==> config.mk <==
export PLATFORM = sky130hd
export DESIGN_NAME = adc_seq
export DESIGN_NICKNAME = d
export VERILOG_FILES = /design/src/rtl/adc_seq_pkg.sv /design/src/rtl/adc_clk_en.sv /design/src/rtl/adc_trig_sel.sv /design/src/rtl/adc_phase_ctl.sv /design/src/rtl/adc_seq.sv
export SDC_FILE = /design/constraint.sdc
export NUM_CORES = 1
export LEC_CHECK = 0
export BUFFER_PORTS_ARGS = -buffer_cell sky130_fd_sc_hd__buf_2
export CAP_MARGIN = 5
export CORE_MARGIN = 3
export CORE_UTILIZATION = 46
export CTS_BUF_LIST = sky130_fd_sc_hd__clkbuf_4
export DETAILED_ROUTE_END_ITERATION = 16
export GPL_TIMING_DRIVEN = 0
export PLACE_DENSITY = 0.84
export SLEW_MARGIN = 30
export SYNTH_ARGS = -nofsm -noshare
export SYNTH_HDL_FRONTEND = slang
export SYNTH_SLANG_ARGS = --single-unit
==> constraint.sdc <==
create_clock -name clk -period 2 [get_ports clk]
set_clock_uncertainty 0.1 [all_clocks]
set_input_delay 0.4 -clock clk [delete_from_list [all_inputs] [get_ports clk]]
set_output_delay 0.4 -clock clk [all_outputs]
set_load 0.02 [all_outputs]
==> src/rtl/adc_seq_pkg.sv <==
package adc_seq_pkg;

    localparam int RES_W     = 12;
    localparam int CH_W      = 4;
    localparam int HOLD_CLKS = 15;
    localparam int LAST_CH   = 8;

    typedef enum logic [2:0] {
        ST_IDLE,
        ST_SYNC,
        ST_TRACK,
        ST_HOLD,
        ST_FINISH
    } seq_state_t;

    typedef enum logic [1:0] {
        PM_OFF     = 2'b00,
        PM_NORMAL  = 2'b01,
        PM_BURST   = 2'b10,
        PM_STANDBY = 2'b11
    } pwr_mode_t;

    typedef struct packed {
        logic [CH_W-1:0]  tag;
        logic [RES_W-1:0] data;
    } tagged_res_t;

    // 2^code - 1 for a 2-bit code: terminal count of a 1/2/4/8 window
    function automatic logic [3:0] pow2_last(input logic [1:0] code);
        return (4'd1 << code) - 4'd1;
    endfunction

    function automatic logic chan_ok(input logic [CH_W-1:0] c);
        return c <= CH_W'(LAST_CH);
    endfunction

endpackage

==> src/rtl/adc_clk_en.sv <==
module adc_clk_en
    import adc_seq_pkg::*;
#(
    parameter int DIV_W = 3
) (
    input  logic       clk,
    input  logic       rst,
    input  logic       restart,
    input  logic [1:0] div_code,
    output logic       tick
);

    logic [DIV_W-1:0] cnt;
    logic [DIV_W-1:0] lim;

    assign lim  = DIV_W'(pow2_last(div_code));
    assign tick = (cnt == lim);

    always_ff @(posedge clk) begin
        if (rst || restart) begin
            cnt <= '0;
        end else if (cnt == lim) begin
            cnt <= '0;
        end else begin
            cnt <= cnt + 1'b1;
        end
    end

endmodule

==> src/rtl/adc_trig_sel.sv <==
module adc_trig_sel
    import adc_seq_pkg::*;
#(
    parameter int SYNC_N = 2,
    parameter int CHW    = CH_W
) (
    input  logic           clk,
    input  logic           rst,
    input  logic           idle,
    input  logic [1:0]     mode,
    input  logic [CHW-1:0] chan,
    input  logic           single_pend,
    input  logic           cont,
    input  logic           tmr_en,
    input  logic           tmr_ovf,
    input  logic           ext_en,
    input  logic           ext_n,
    output logic           accept
);

    logic [SYNC_N-1:0] sync_q;
    logic              ext_prev;
    logic              ext_rise;
    logic              src_any;

    always_ff @(posedge clk) begin
        if (rst) begin
            sync_q   <= '1;
            ext_prev <= 1'b1;
        end else begin
            sync_q   <= {sync_q[SYNC_N-2:0], ext_n};
            ext_prev <= sync_q[SYNC_N-1];
        end
    end

    assign ext_rise = sync_q[SYNC_N-1] & ~ext_prev;
    assign src_any  = single_pend | cont | (tmr_en & tmr_ovf) | (ext_en & ext_rise);
    assign accept   = idle & (mode != PM_OFF) & chan_ok(chan) & src_any;

endmodule

==> src/rtl/adc_phase_ctl.sv <==
module adc_phase_ctl
    import adc_seq_pkg::*;
#(
    parameter int HOLD_N = HOLD_CLKS,
    parameter int CHW    = CH_W,
    parameter int CNT_W  = 4
) (
    input  logic           clk,
    input  logic           rst,
    input  logic           accept,
    input  logic           tick,
    input  logic [1:0]     acq_code,
    input  logic [CHW-1:0] chan_in,
    input  logic           sar_done,
    output logic           busy,
    output logic           sar_start,
    output logic           sar_hold,
    output logic [CHW-1:0] chan_q,
    output logic           complete
);

    seq_state_t       st;
    logic [CNT_W-1:0] cnt;
    logic [CNT_W-1:0] acq_last;

    assign acq_last = CNT_W'(pow2_last(acq_code));

    always_ff @(posedge clk) begin
        if (rst) begin
            st        <= ST_IDLE;
            cnt       <= '0;
            sar_start <= 1'b0;
            chan_q    <= '0;
        end else begin
            sar_start <= 1'b0;
            case (st)
                ST_IDLE: if (accept) begin
                    st     <= ST_SYNC;
                    chan_q <= chan_in;
                end
                ST_SYNC: if (tick) begin
                    st  <= ST_TRACK;
                    cnt <= '0;
                end
                ST_TRACK: if (tick) begin
                    if (cnt == acq_last) begin
                        st        <= ST_HOLD;
                        cnt       <= '0;
                        sar_start <= 1'b1;
                    end else begin
                        cnt <= cnt + 1'b1;
                    end
                end
                ST_HOLD: if (tick) begin
                    if (cnt == CNT_W'(HOLD_N - 1)) begin
                        st <= ST_FINISH;
                    end else begin
                        cnt <= cnt + 1'b1;
                    end
                end
                ST_FINISH: if (sar_done) begin
                    st <= ST_IDLE;
                end
                default: st <= ST_IDLE;
            endcase
        end
    end

    assign busy     = (st != ST_IDLE);
    assign sar_hold = (st == ST_HOLD) || (st == ST_FINISH);
    assign complete = (st == ST_FINISH) && sar_done;

    assert_start_in_hold_R11: assert property (@(posedge clk) disable iff (rst)
        sar_start |-> sar_hold);

    assert_start_single_R11: assert property (@(posedge clk) disable iff (rst)
        sar_start |=> !sar_start);

    assert_valid_chan_R7: assert property (@(posedge clk) disable iff (rst)
        $rose(busy) |-> (chan_q <= CHW'(LAST_CH)));

endmodule

==> src/rtl/adc_seq.sv <==
module adc_seq
    import adc_seq_pkg::*;
#(
    parameter int RW     = RES_W,
    parameter int CHW    = CH_W,
    parameter int SYNC_N = 2,
    parameter int DIV_W  = 3
) (
    input  logic           clk,
    input  logic           rst,
    input  logic [1:0]     cfg_mode,
    input  logic [1:0]     cfg_div,
    input  logic [1:0]     cfg_acq,
    input  logic [CHW-1:0] cfg_chan,
    input  logic           cfg_cont,
    input  logic           cfg_tmr_en,
    input  logic           cfg_ext_en,
    input  logic           sw_single,
    input  logic           tmr_ovf,
    input  logic           ext_cnv_n,
    input  logic           irq_ack,
    input  logic [RW-1:0]  sar_result,
    input  logic           sar_done,
    output logic           sar_start,
    output logic           sar_hold,
    output logic [CHW-1:0] sar_chan,
    output logic           busy,
    output logic           single_pend,
    output logic           irq,
    output logic [7:0]     res_hi,
    output logic [7:0]     res_lo,
    output logic           core_pwr,
    output logic           ref_pwr
);

    logic        accept;
    logic        tick;
    logic        complete;
    tagged_res_t res_q;

    adc_trig_sel #(.SYNC_N(SYNC_N), .CHW(CHW)) u_trig (
        .clk        (clk),
        .rst        (rst),
        .idle       (!busy),
        .mode       (cfg_mode),
        .chan       (cfg_chan),
        .single_pend(single_pend),
        .cont       (cfg_cont),
        .tmr_en     (cfg_tmr_en),
        .tmr_ovf    (tmr_ovf),
        .ext_en     (cfg_ext_en),
        .ext_n      (ext_cnv_n),
        .accept     (accept)
    );

    adc_clk_en #(.DIV_W(DIV_W)) u_clk_en (
        .clk     (clk),
        .rst     (rst),
        .restart (accept),
        .div_code(cfg_div),
        .tick    (tick)
    );

    adc_phase_ctl #(.CHW(CHW)) u_phase (
        .clk      (clk),
        .rst      (rst),
        .accept   (accept),
        .tick     (tick),
        .acq_code (cfg_acq),
        .chan_in  (cfg_chan),
        .sar_done (sar_done),
        .busy     (busy),
        .sar_start(sar_start),
        .sar_hold (sar_hold),
        .chan_q   (sar_chan),
        .complete (complete)
    );

    always_ff @(posedge clk) begin
        if (rst) begin
            single_pend <= 1'b0;
            irq         <= 1'b0;
            res_q       <= '0;
        end else begin
            if (sw_single) begin
                single_pend <= 1'b1;
            end else if (complete) begin
                single_pend <= 1'b0;
            end
            if (complete) begin
                irq <= 1'b1;
            end else if (irq_ack) begin
                irq <= 1'b0;
            end
            if (complete) begin
                res_q.tag  <= sar_chan;
                res_q.data <= sar_result;
            end
        end
    end

    assign res_hi = {res_q.tag, res_q.data[11:8]};
    assign res_lo = res_q.data[7:0];

    always_comb begin
        case (pwr_mode_t'(cfg_mode))
            PM_OFF:     begin core_pwr = 1'b0; ref_pwr = 1'b0; end
            PM_NORMAL:  begin core_pwr = 1'b1; ref_pwr = 1'b1; end
            PM_BURST:   begin core_pwr = busy; ref_pwr = busy; end
            default:    begin core_pwr = busy; ref_pwr = 1'b1; end
        endcase
    end

    assert_core_needs_ref_R1: assert property (@(posedge clk) disable iff (rst)
        core_pwr |-> ref_pwr);

    assert_off_no_start_R1: assert property (@(posedge clk) disable iff (rst)
        (!busy && cfg_mode == 2'b00) |=> !busy);

    assert_irq_on_done_R10: assert property (@(posedge clk) disable iff (rst)
        $fell(busy) |-> irq);

    assert_tag_on_done_R8: assert property (@(posedge clk) disable iff (rst)
        $fell(busy) |-> (res_hi[7:4] == sar_chan));

endmodule

[After elaboration in Yosys (flattened, before gate mapping)]
Cells that the tools add are included.
Storage, ports and cells
  bits in registers: 36
  input bits: 32
  output and inout bits: 27
  logic and storage cells: 84
Operators by class
  add/sub/neg operators: 4
  order comparisons: 1
  equal/unequal tests: 17
  shift-type cells: 2
  mux-type cells: 21
  bitwise operators: 12
  reduce and logical (&&, ||, !) cells: 16
Operators by type and width (count)
  2-to-1 mux 3 bit: 7
  2-to-1 mux 4 bit: 5
  one-hot mux 3 bit (5 select lines): 1
  inequality test 2 bit (second input constant): 6
  one-hot mux 4 bit (3 select lines): 1
  AND reduction 7 bit: 1
  bitwise AND 1 bit: 6
  == test 3 x 2 -> 1 bit (second input constant): 2
  nonzero test 2 bit: 3
  nonzero test 3 bit: 2
  2-to-1 mux 1 bit: 5
  AND reduction 5 bit: 1
  adder 4 x 1 -> 4 bit (second input constant): 1
  == test 4 bit: 1
  == test 4 bit (second input constant): 1
  less-or-equal comparator 4 bit (second input constant): 1
  inequality test 2 x 1 -> 1 bit (second input constant): 2
  one-hot mux 1 bit (2 select lines): 2
  left shift 1 x 2 -> 4 bit (first input constant): 1
  subtractor 4 x 1 -> 4 bit (second input constant): 1
  adder 3 x 1 -> 3 bit (second input constant): 1
  == test 3 x 1 -> 1 bit (second input constant): 1
  == test 3 bit: 1
  == test 3 bit (second input constant): 1
  14 further kinds: 19

[Longest topological paths before layout]
Gate-level depths: netlist (run 1).
  depth after elaboration: 7
  mapped depth: 7
  depth with buffers taken out: 6

[Hierarchy]
Synthesis (run 1) repeated with hierarchy kept, for this count alone.
Second synthesis, totals
  cell total of the unflattened synthesis: 169
  area, all modules: 1661.6 µm²
Modules (own cells, without submodules)
  adc_phase_ctl: instances 1, cells each 76, area an instance 691.9 µm², sequential area each 240.2 µm²
  adc_seq: instances 1, cells each 63, area an instance 674.4 µm², sequential area each 360.3 µm²
  adc_clk_en: instances 1, cells each 19, area an instance 170.2 µm², sequential area each 60.1 µm²
  adc_trig_sel: instances 1, cells each 11, area an instance 125.1 µm², sequential area each 60.1 µm²

[Least setup slack after synthesis (run 1)]
No wires, ideal clock.
  path type: input -> register
  start point: input port cfg_div[0]
  end point: register u_phase.cnt[3]
  setup time: 0.071 ns
  arrival time: 1.819 ns
  required time: 1.829 ns
  setup slack: 0.010 ns
  stages: 5
  buffers on the path: 0
  cells stage by stage: or4_4 > mux2i_4 > o21ai_2 > or4_1 > a21oi_1
Between the ends
  cells in the longest elaborated chain, start to end: 5
  elaborated cells between the ends (all ways): 7
  classes of those cells: 1 x add/sub; 4 x eq/ne; 1 x shift; 1 x reduce/logical
Ends and longest elaborated chain
  start, declared: RTL line adc_seq.sv:12  | input logic [1:0] cfg_div,
  left shift 1 x 2 -> 3 bit *: RTL line adc_seq_pkg.sv:30  | return (4'd1 << code) - 4'd1;
  subtractor 3 x 1 -> 3 bit *: RTL line adc_seq_pkg.sv:30
  == test 3 bit *: RTL line adc_clk_en.sv:17  | assign tick = (cnt == lim);
  inequality test 2 bit (no source line)
  AND reduction 5 bit (no source line) *
  end signal, assigned: RTL line adc_phase_ctl.sv:51  | cnt <= cnt + 1'b1;
  end signal, assigned: RTL line adc_phase_ctl.sv:58  | cnt <= cnt + 1'b1;
  end, declared: RTL line adc_phase_ctl.sv:23  | logic [CNT_W-1:0] cnt;
Every way passes the cells marked *; elsewhere a longest branch is shown, timed or not.
A chain may end at the register's enable or synchronous reset.

[Worst setup path in the final report (run 1)]
  start point: register u_clk_en.cnt[2]
  end point: register u_phase.cnt[2]
Between the ends
  cells in the longest elaborated chain, start to end: 3
  elaborated cells between the ends (all ways): 5
  classes of those cells: 4 x eq/ne; 1 x reduce/logical
Ends and longest elaborated chain
  start, declared: RTL line adc_clk_en.sv:13  | logic [DIV_W-1:0] cnt;
  start signal, assigned: RTL line adc_clk_en.sv:25  | cnt <= cnt + 1'b1;
  == test 3 bit *: RTL line adc_clk_en.sv:17
  inequality test 2 bit (no source line)
  AND reduction 5 bit (no source line) *
Marks and branches as above.

==> out/metrics.yaml, run 1 <==
status:
  outcome: "finished, final reports clean"
worst_setup_path:
  critPathCaptureType: "flip-flop"
  path_buf_inv: 0
  cp-start-kind: "flip-flop"
  critPathMaxFanout: 4
  path_delay_family: "simple AND/OR/NAND/NOR gates"
  crit_chain: "or4_4, mux2i_4, o21ai_4, or4_1, a21oi_1"
  cpPeakStageDelay_ns: 0.49
  slowest_stage: "or4_4"
  crit_arrival_ns: 2.12
  crit_type: "flip-flop to flip-flop"
  critPathRequiredTime_ns: 2.17
sta:
  min_period_ns: 1.95
  whs_ns: 0.143
  fin_crit_sh_pct: 97.7
  setup_viol: 0
  maxSlewViolCount: 0
  timing.setup.tns_ns: 0
  hold_viol: 0
  rsz0062_at_grt: "yes"
  worst_slew_pin_slew_ns: 0.482
  fmax_mhz: 512
  relSlewSlack_pct: 67.5
yosys:
  ys_warn_count: 0
  ys_top_cells_by_count: "40 x nand2_1, 36 x dfxtp_1, 23 x a21oi_1, 15 x nor2_1, 8 x clkbuf_1"
  synth_top_cell_area_share_pct: 45.1
  ys_types: 39
  synth.most_common_cell: "nand2_1"
  synthTopCellsByArea: "dfxtp_1 45%, nand2_1 9.4%, a21oi_1 7.2%, nor2_1 3.5%, mux2i_1 2.5%"
  synthFlopType: "dfxtp_1"
  synth_fp_nets: 230
  async_flop_share_pct: 0
  yosysTopAreaCell: "dfxtp_1"
  synth.avg_cell_area_um2: 8.20
  syn_inst: 195
  synth_seq_cells: 36
  yosysSeqAreaShare_pct: 45.1
  synth_enable_flop_cells: 0
  synthesis.area_mm2: 0.00160
floorplan:
  fp.dieH_um: 65.0
  die_area_mm2: 0.00422
  coreArea_mm2: 0.00318
  dieWidth_um: 65.0
  ios: 59
  start_util_pct: 50.3
  fp-row-count: 20
drt:
  routedWlPerCell_um: 13.2
  remaining_drc_errors: 0
  routed_wl_mm: 4.01
  drtIter0Drc: 76
  dr.pass1.iters: 4
  ant_nets: 0
  viasPerCell: 5.26
  num_vias: 1599
cts:
  cts_root_buf: "clkbuf_4"
  clock_path_buffers: 2
  clkTransAtPathRegs_ns: 0.09
  clock_sinks: 36
  clock_latency_ns: 0.33
  cts_tree: "done"
  hold_buffers: 0
  cts-htree-levels: 2
  cts_buffers: 5
grt:
  grt_pass1_vias: 1463
  grt_usage_pct: 19.4
  antenna_found_initial: 0
  grt_max_degree: 11
  grt_pass1_wl_mm: 6.33
  overflow: 0
layout:
  layout.nets: 295
  fin_cells: 304
  num_antenna_cells: 0
  area_growth_pct: 30.8
  drive_gt1_share_pct: 35.4
pwr:
  irDropWorstVdd_mv: 0.461
  p_per_area_mw_per_mm2: 730
  p_leak_nw: 0.886
placement:
  dp_cells: 297
  dpl.hpwl_mm: 2.82
  numPortBuffers: 58
  gp_congestion: 0.927
worst_hold_path:
  hp-class: "input port to flip-flop"
flow_run:
  max-cap-violations: 0
-- what timing repair did --
item,in CTS,in global routing
setup buffers,1,2
pin swaps,5,5
setup endpoints to repair,23,24
resized for setup,10,19
-- cells by family (layout without fill, tap and decap cells) --
group,Yosys count,count (layout),synth area share (%)
fa+ha+maj,3,3,2.35
xor+xnor,2,2,1.10
buf+inv,15,80,3.60
compound gates,46,46,17.9
simple gates,88,88,26.1
mux,5,5,3.91
flops,36,36,45.1
-- path summary, 6_finish.rpt --
check                              startpoint  slack (ns)  depth (start not counted)                          end
hold / removal                      ext_cnv_n        0.14                          2  u_trig.sync_q[0]$_SDFF_PP1_
setup reg to reg   u_clk_en.cnt[2]$_SDFF_PP0_        0.05                          5  u_phase.cnt[2]$_SDFFE_PP0P_
setup / recovery   u_clk_en.cnt[2]$_SDFF_PP0_        0.05                          5  u_phase.cnt[2]$_SDFFE_PP0P_
hold reg to reg   u_trig.sync_q[0]$_SDFF_PP1_        0.32                          1  u_trig.sync_q[1]$_SDFF_PP1_
-- flip-flops by register name, summed over array words and instances (netlist names) --
register	count
u_trig.ext_prev	1
u_trig.sync_q	2
res_lo	8
u_phase.st	3
u_phase.cnt	4
res_hi	8
u_phase.chan_q	4
u_clk_en.cnt	3
u_phase.sar_start	1
single_pend	1
irq	1
-- placed cells by master, fill, tap and decap left out, drive strengths merged, types with 3 or more instances in the layout --
cell type	n
mux2i	5
o21ai	7
or2	6
buf	61
nor2	15
dfxtp	36
inv	6
o31ai	3
a21oi	24
clkbuf	11
ha	3
or4	3
nor3	5
nand2	40
nand3	6
-- area by class of cell --
cell class | count | area [um2]
Multi-Input combinational cell | 144 | 900
Tap cell | 44 | 55.1
Sequential cell | 36 | 729
Timing Repair Buffer | 61 | 313
Clock buffer | 5 | 37.5
Inverter | 6 | 22.5
Fill cell | 287 | 1090
Buffer | 6 | 26.3
Clock inverter | 2 | 7.51
-- power breakdown --
part	internal [mW]	leakage, nW	switching [mW]	total [mW]
clock	0.122	0.0261	0.215	0.337
sequential	0.751	0.295	0.0538	0.805
combinational	0.159	0.566	0.225	0.385
-- metal layers --
metal / GRT usage, % / up-vias / wire length, um
met4: 7.39 / 0 / 62
met3: 6.41 / 5 / 283
met1: 22.9 / 728 / 1660
li1: - / 812 / -
met2: 32.6 / 54 / 2010
met5: 0 / - / 0
-- per-stage QoR --
stage,worst slack [ns],util [%],cell area [um2],total power [mW]
2_1_floorplan,0.0104,-,1600,1.04
3_3_place_gp,-0.428,61.2,1940,1.15
3_5_place_dp,-0.451,61.2,1940,1.15
4_1_cts,0.00471,63.7,2020,1.51
5_1_grt,-0.0207,65.8,2090,1.62
6_report,0.0452,65.8,2090,1.53
-- worst reg2reg max path: stages, from the launching register on --
cell	delay [ns]
dfxtp_2	0.33
or4_4	0.49
mux2i_4	0.24
o21ai_4	0.10
or4_1	0.49
a21oi_1	0.15
No activity file was read; power rests on OpenSTA's default activity.
==> run 2: changes to the inputs <==
--- a/config.mk
+++ b/config.mk
@@ -16,4 +16,5 @@
 export SLEW_MARGIN = 30
 export SYNTH_ARGS = -nofsm -noshare
 export SYNTH_HDL_FRONTEND = slang
+export SYNTH_HIERARCHICAL = 1
 export SYNTH_SLANG_ARGS = --single-unit
==> run 2 against run 1 <==
Net effect:
- the run now ends with setup timing left
- design area grew 5.2%
- core utilization down 1.4 points
- count of clock-buffer cells in the layout is 1 higher
- sequential share of layout area is 1.7 points lower
- non-clock buffer count up 8
- fmax down 4.1%
- die area is 3.5% higher
- sequential cell count did not move
- critical path depth grew 3
- power down 6.3%
- critical path type unchanged
- highest routed layer unchanged
==> out/metrics.yaml, run 2 <==
sta:
  rsz0062_at_grt: "yes"
  min_period_ns: 2.04
  maxSlewViolCount: 0
  fmax_mhz: 491
  whs_ns: 0.131
  hold_viol: 0
  timing.setup.tns_ns: -0.157
  worst_slew_pin_slew_ns: 0.573
  fin_ws_ns: -0.0376
  setup_viol: 6
  relSlewSlack_pct: 61.4
  fin_crit_sh_pct: 102
yosys:
  yosysTopAreaCell: "dfxtp_1"
  synth_seq_cells: 36
  ys_top_cells_by_count: "36 x dfxtp_1, 28 x nor2_1, 21 x mux2i_1"
  synthesis.area_mm2: 0.00166
  async_flop_share_pct: 0
  yosysSeqAreaShare_pct: 43.4
  ys_types: 45
  synthTopCellsByArea: "dfxtp_1 43%, mux2i_1 13%, nor2_1 6.3%, ha_1 2.3%, nor3_1 1.8%"
  synthFlopType: "dfxtp_1"
  synth.most_common_cell: "dfxtp_1"
  synth_fp_nets: 204
  synth_top_cell_area_share_pct: 43.4
  synth_enable_flop_cells: 0
  synth.avg_cell_area_um2: 9.83
  ys_warn_count: 6
  syn_inst: 169
grt:
  grt_max_degree: 11
  grt_pass1_vias: 1405
  overflow: 0
  grt_usage_pct: 17.7
  grt_pass1_wl_mm: 5.98
  antenna_found_initial: 0
pwr:
  p_int_mw: 1.03
  p_per_area_mw_per_mm2: 650
  p_sw_share_pct: 28.0
  p_switching_mw: 0.400
  seqPwrFrac_pct: 53.0
  p_leak_nw: 0.969
  irDropWorstVdd_mv: 0.299
  combinationalPowerShare_pct: 21.1
  total_power_mw: 1.43
  clockPowerShare_pct: 25.9
layout:
  num_antenna_cells: 0
  final_core_util_pct: 64.4
  layout_common_cells: "59 x buf_2, 32 x dfxtp_1, 28 x nor2_1"
  drive_gt1_share_pct: 44.3
  area_growth_pct: 32.4
  layout.cells.most_common: "buf_2"
  fin_cells: 290
  layout.nets: 279
  design_area_mm2: 0.00220
floorplan:
  fp.dieH_um: 66.1
  ios: 59
  fp-row-count: 21
  coreArea_mm2: 0.00342
  die_area_mm2: 0.00437
  start_util_pct: 48.6
  dieWidth_um: 66.1
placement:
  numPortBuffers: 58
  dp_slack_ns: -0.385
  dpl.hpwl_mm: 2.60
  dp_cells: 273
  post_dp_cell_area_mm2: 0.00204
  gp_congestion: 0.842
drt:
  remaining_drc_errors: 0
  wl_met2_mm: 1.81
  top_layer: "met4"
  dr.pass1.iters: 4
  routed_wl_mm: 3.67
  wl_met3_um: 271
  viasPerCell: 5.04
  wl_met1_mm: 1.51
  routedWlPerCell_um: 12.7
  ant_nets: 0
  drtIter0Drc: 44
  num_vias: 1461
worst_setup_path:
  crit_arrival_ns: 2.22
  critPathRequiredTime_ns: 2.18
  critPathMaxFanout: 5
  crit_type: "flip-flop to flip-flop"
  cp-start-kind: "flip-flop"
  critPathCaptureType: "flip-flop"
  reg2reg_slack_ns: -0.04
cts:
  clock_sinks: 36
  cts-htree-levels: 2
  clock_latency_ns: 0.34
  clock_path_buffers: 2
  cts_buffers: 5
  cts_tree: "done"
  cts_root_buf: "clkbuf_4"
  clkTransAtPathRegs_ns: 0.10
flow_run:
  max-cap-violations: 0
status:
  violations: "setup timing"
  outcome: "finished with violations"
worst_hold_path:
  hp-class: "input port to flip-flop"
## run 2: cell types whose count changed in the layout (fill, tap and decap cells not counted), sizes merged, moves of 3 or more
cell,delta
o31ai,-3
o21ai,-4
nor2,+14
clkbuf,-5
nand2,-34
buf,+14
nand3,-4
mux2i,+17
a21oi,-19
## run 2: final timing paths
kind,startpoint,endpoint,cells after the start
hold / removal,ext_cnv_n,u_trig/sync_q[0]$_SDFF_PP1_,2
hold reg to reg,u_trig/sync_q[0]$_SDFF_PP1_,u_trig/sync_q[1]$_SDFF_PP1_,1
setup reg to reg,u_clk_en/cnt[2]$_SDFF_PP0_,u_phase/sar_start$_SDFF_PP0_,8
setup / recovery,u_clk_en/cnt[2]$_SDFF_PP0_,u_phase/sar_start$_SDFF_PP0_,8
## run 2: logic make-up (layout without fill, tap and decap cells)
| family | Yosys count | count (layout) | synth area share [%] |
|---|---|---|---|
| AO/OA/AOI/OAI | 21 | 21 | 10.0 |
| adder cells (fa/ha/maj) | 3 | 3 | 2.26 |
| multiplexers | 23 | 23 | 14.2 |
| AND/OR/NAND/NOR | 68 | 68 | 22.1 |
| XOR/XNOR | 5 | 5 | 2.64 |
| buffers and inverters | 13 | 88 | 5.42 |
| flip-flops | 36 | 36 | 43.4 |
## run 2: power groups by stage
| stage | Combinational [mW] | Sequential (mW) | Clock (mW) |
|---|---|---|---|
| floorplan | 0.169 | 0.782 | 0 |
| global placement | 0.252 | 0.773 | 0 |
| detailed placement | 0.257 | 0.773 | 0 |
| CTS | 0.291 | 0.758 | 0.381 |
| global route | 0.331 | 0.763 | 0.413 |
| finish | 0.302 | 0.758 | 0.370 |
## run 2: metal layers
| metal | track usage [%] | vias to the layer above |
|---|---|---|
| li1 | - | 734 |
| met1 | 19.0 | 666 |
| met2 | 31.7 | 51 |
| met3 | 5.78 | 10 |
| met4 | 7.11 | 0 |
| met5 | 0 | - |
## run 2: critical path, stage by stage (launching register included)
cell	delay, ns
dfxtp_2	0.33
or4_4	0.48
mux2i_4	0.16
or2_4	0.16
buf_4	0.12
and4bb_1	0.21
nand2_2	0.07
a21oi_4	0.19
nor2b_1	0.15
## run 2: layout make-up
cell class	count	area (um2)
buffer	5	48.8
clock buffer	6	45.0
tap	46	57.6
timing repair buffer	70	390
inverter	6	22.5
fill	288	1220
sequential	36	731
clock inverter	1	5.00
multi-input combinational	120	900
## run 2: timing repair
| item | in CTS | in global routing |
|---|---|---|
| hold buffers | 0 | 0 |
| pin swaps | 7 | 5 |
| gates cloned | 0 | 0 |
| setup buffers | 11 | 1 |
| gates resized for setup | 10 | 4 |
| endpoints found under the setup margin | 12 | 13 |
==> run 3: changes to the inputs <==
--- a/config.mk
+++ b/config.mk
@@ -12,7 +12,7 @@
 export CTS_BUF_LIST = sky130_fd_sc_hd__clkbuf_4
 export DETAILED_ROUTE_END_ITERATION = 16
 export GPL_TIMING_DRIVEN = 0
-export PLACE_DENSITY = 0.84
+export PLACE_DENSITY = 0.89
 export SLEW_MARGIN = 30
 export SYNTH_ARGS = -nofsm -noshare
 export SYNTH_HDL_FRONTEND = slang
==> run 3 against run 2 <==
Net effect:
- the flow still finishes with violations (setup timing)
- largest power group unchanged
- count of clock-buffer cells in the layout shrank 1
- routed wire length increased by 1.9%
- core utilization grew 1.2 points
- sequential cell count stayed put
==> out/metrics.yaml, run 3 (same netlist as run 2, synthesis figures left out) <==
grt:
  use_met3_pct: 6.29
  grt_max_degree: 12
  grt_pass1_vias: 1436
  use_met1_pct: 20.8
  grt_usage_pct: 18.6
  grt_most_used_layer: "met2"
  grt_pass1_wl_mm: 6.16
  grt_use_met2_pct: 32.0
  antenna_found_initial: 0
  overflow: 0
floorplan:
  die_area_mm2: 0.00437
  start_util_pct: 48.6
  dieWidth_um: 66.1
  fp-row-count: 21
  ios: 59
  coreArea_mm2: 0.00342
  fp.dieH_um: 66.1
drt:
  routedWlPerCell_um: 12.9
  drtIter0Drc: 51
  num_vias: 1466
  routed_wl_mm: 3.75
  viasPerCell: 5.04
  ant_nets: 0
  dr.pass1.iters: 4
  remaining_drc_errors: 0
sta:
  hold_viol: 0
  worst_slew_pin_slew_ns: 0.488
  fin_crit_sh_pct: 103
  maxSlewViolCount: 0
  fmax_mhz: 485
  relSlewSlack_pct: 67.1
  rsz0062_at_grt: "yes"
  setup_viol: 7
  min_period_ns: 2.06
  fin_ws_ns: -0.0624
layout:
  layout.nets: 279
  drive_gt1_share_pct: 44.1
  num_antenna_cells: 0
  area_growth_pct: 34.9
  final_core_util_pct: 65.6
  layout_common_cells: "59 x buf_2, 32 x dfxtp_1, 28 x nor2_1"
  layout.cells.most_common: "buf_2"
pwr:
  p_leak_nw: 0.984
  irDropWorstVdd_mv: 0.407
  total_power_mw: 1.57
  p_per_area_mw_per_mm2: 699
worst_setup_path:
  slowest_stage: "or4_4"
  critPathCaptureType: "flip-flop"
  path_buf_inv: 1
  crit_chain: "or4_4, mux2i_4, or2_4, and2b_2, buf_4, o2111ai_2, xor2_1, nor3_1"
  critPathRequiredTime_ns: 2.18
  critPathMaxFanout: 4
  cp-start-kind: "flip-flop"
  crit_type: "flip-flop to flip-flop"
  crit_arrival_ns: 2.24
  path_delay_family: "simple AND/OR/NAND/NOR gates"
  cpPeakStageDelay_ns: 0.49
cts:
  cts_root_buf: "clkbuf_4"
  cts-htree-levels: 2
  clkTransAtPathRegs_ns: 0.11
  cts_buffers: 5
  cts_tree: "done"
  clock_latency_ns: 0.35
  clock_sinks: 36
  clock_path_buffers: 2
placement:
  numPortBuffers: 58
  gp_congestion: 0.846
  dpl.hpwl_mm: 2.59
  dp_slack_ns: -0.352
worst_hold_path:
  hp-class: "input port to flip-flop"
status:
  outcome: "finished with violations"
  violations: "setup timing"
flow_run:
  max-cap-violations: 0
==> run 3: worst reg2reg max path, delay by kind of cell, from the launching register on <==
kind | cells | cell delay (ns)
AOI/OAI and AO/OA | 1 | 0.12
xor gates and xnor gates | 1 | 0.17
buffers and inverters | 1 | 0.12
DFF | 1 | 0.34
muxes | 1 | 0.17
and+or+nand+nor | 4 | 0.98
==> run 3: per-layer routing <==
metal | vias to the layer above | share of wire (%)
met1 | 676 | 42
met5 | - | 0
li1 | 734 | -
met3 | 4 | 6.4
met4 | 0 | 1.5
met2 | 52 | 50
==> run 3: repair_timing <==
| item | CTS | global route |
|---|---|---|
| resized for setup | 9 | 7 |
| setup endpoints to repair | 12 | 12 |
| pin swaps | 7 | 3 |
| gates cloned | 0 | 0 |
| buffers inserted | 9 | 3 |
| hold buffers | 0 | 0 |
==> run 3: worst paths after layout <==
kind | from | endpoint | slack (ns) | depth (start not counted)
setup / recovery | u_clk_en/cnt[2]$_SDFF_PP0_ | u_phase/cnt[3]$_SDFFE_PP0P_ | -0.06 | 8
hold / removal | ext_cnv_n | u_trig/sync_q[0]$_SDFF_PP1_ | 0.12 | 2
setup reg to reg | u_clk_en/cnt[2]$_SDFF_PP0_ | u_phase/cnt[3]$_SDFFE_PP0P_ | -0.06 | 8
hold reg to reg | u_trig/sync_q[0]$_SDFF_PP1_ | u_trig/sync_q[1]$_SDFF_PP1_ | 0.31 | 1
==> run 3: layout make-up <==
class	count	area (um2)
fill	268	1170
multi-input combinational	120	921
sequential	36	731
timing repair buffer	70	387
tap	46	57.6
buffer	5	48.8
clock buffer	5	37.5
clock inverter	3	37.5
inverter	6	22.5
==> run 3: power breakdown <==
| group | internal [mW] | switching (mW) | leakage, nW | total [mW] |
|---|---|---|---|---|
| clock | 0.255 | 0.240 | 0.0403 | 0.495 |
| combinational | 0.151 | 0.156 | 0.649 | 0.307 |
| sequential | 0.740 | 0.0259 | 0.294 | 0.766 |
| total | 1.15 | 0.422 | 0.984 | 1.57 |
==> run 3: through the flow <==
step	TNS [ns]	cells	hold WS, ns	area [um2]
after floorplan	-0.113	169	0.283	1690
after global placement	-1.79	273	0.285	2040
after detailed placement	-2.10	273	0.289	2040
after CTS	-0.144	288	0.109	2190
after global routing	-1.10	291	0.123	2240
final	-0.237	291	0.118	2240
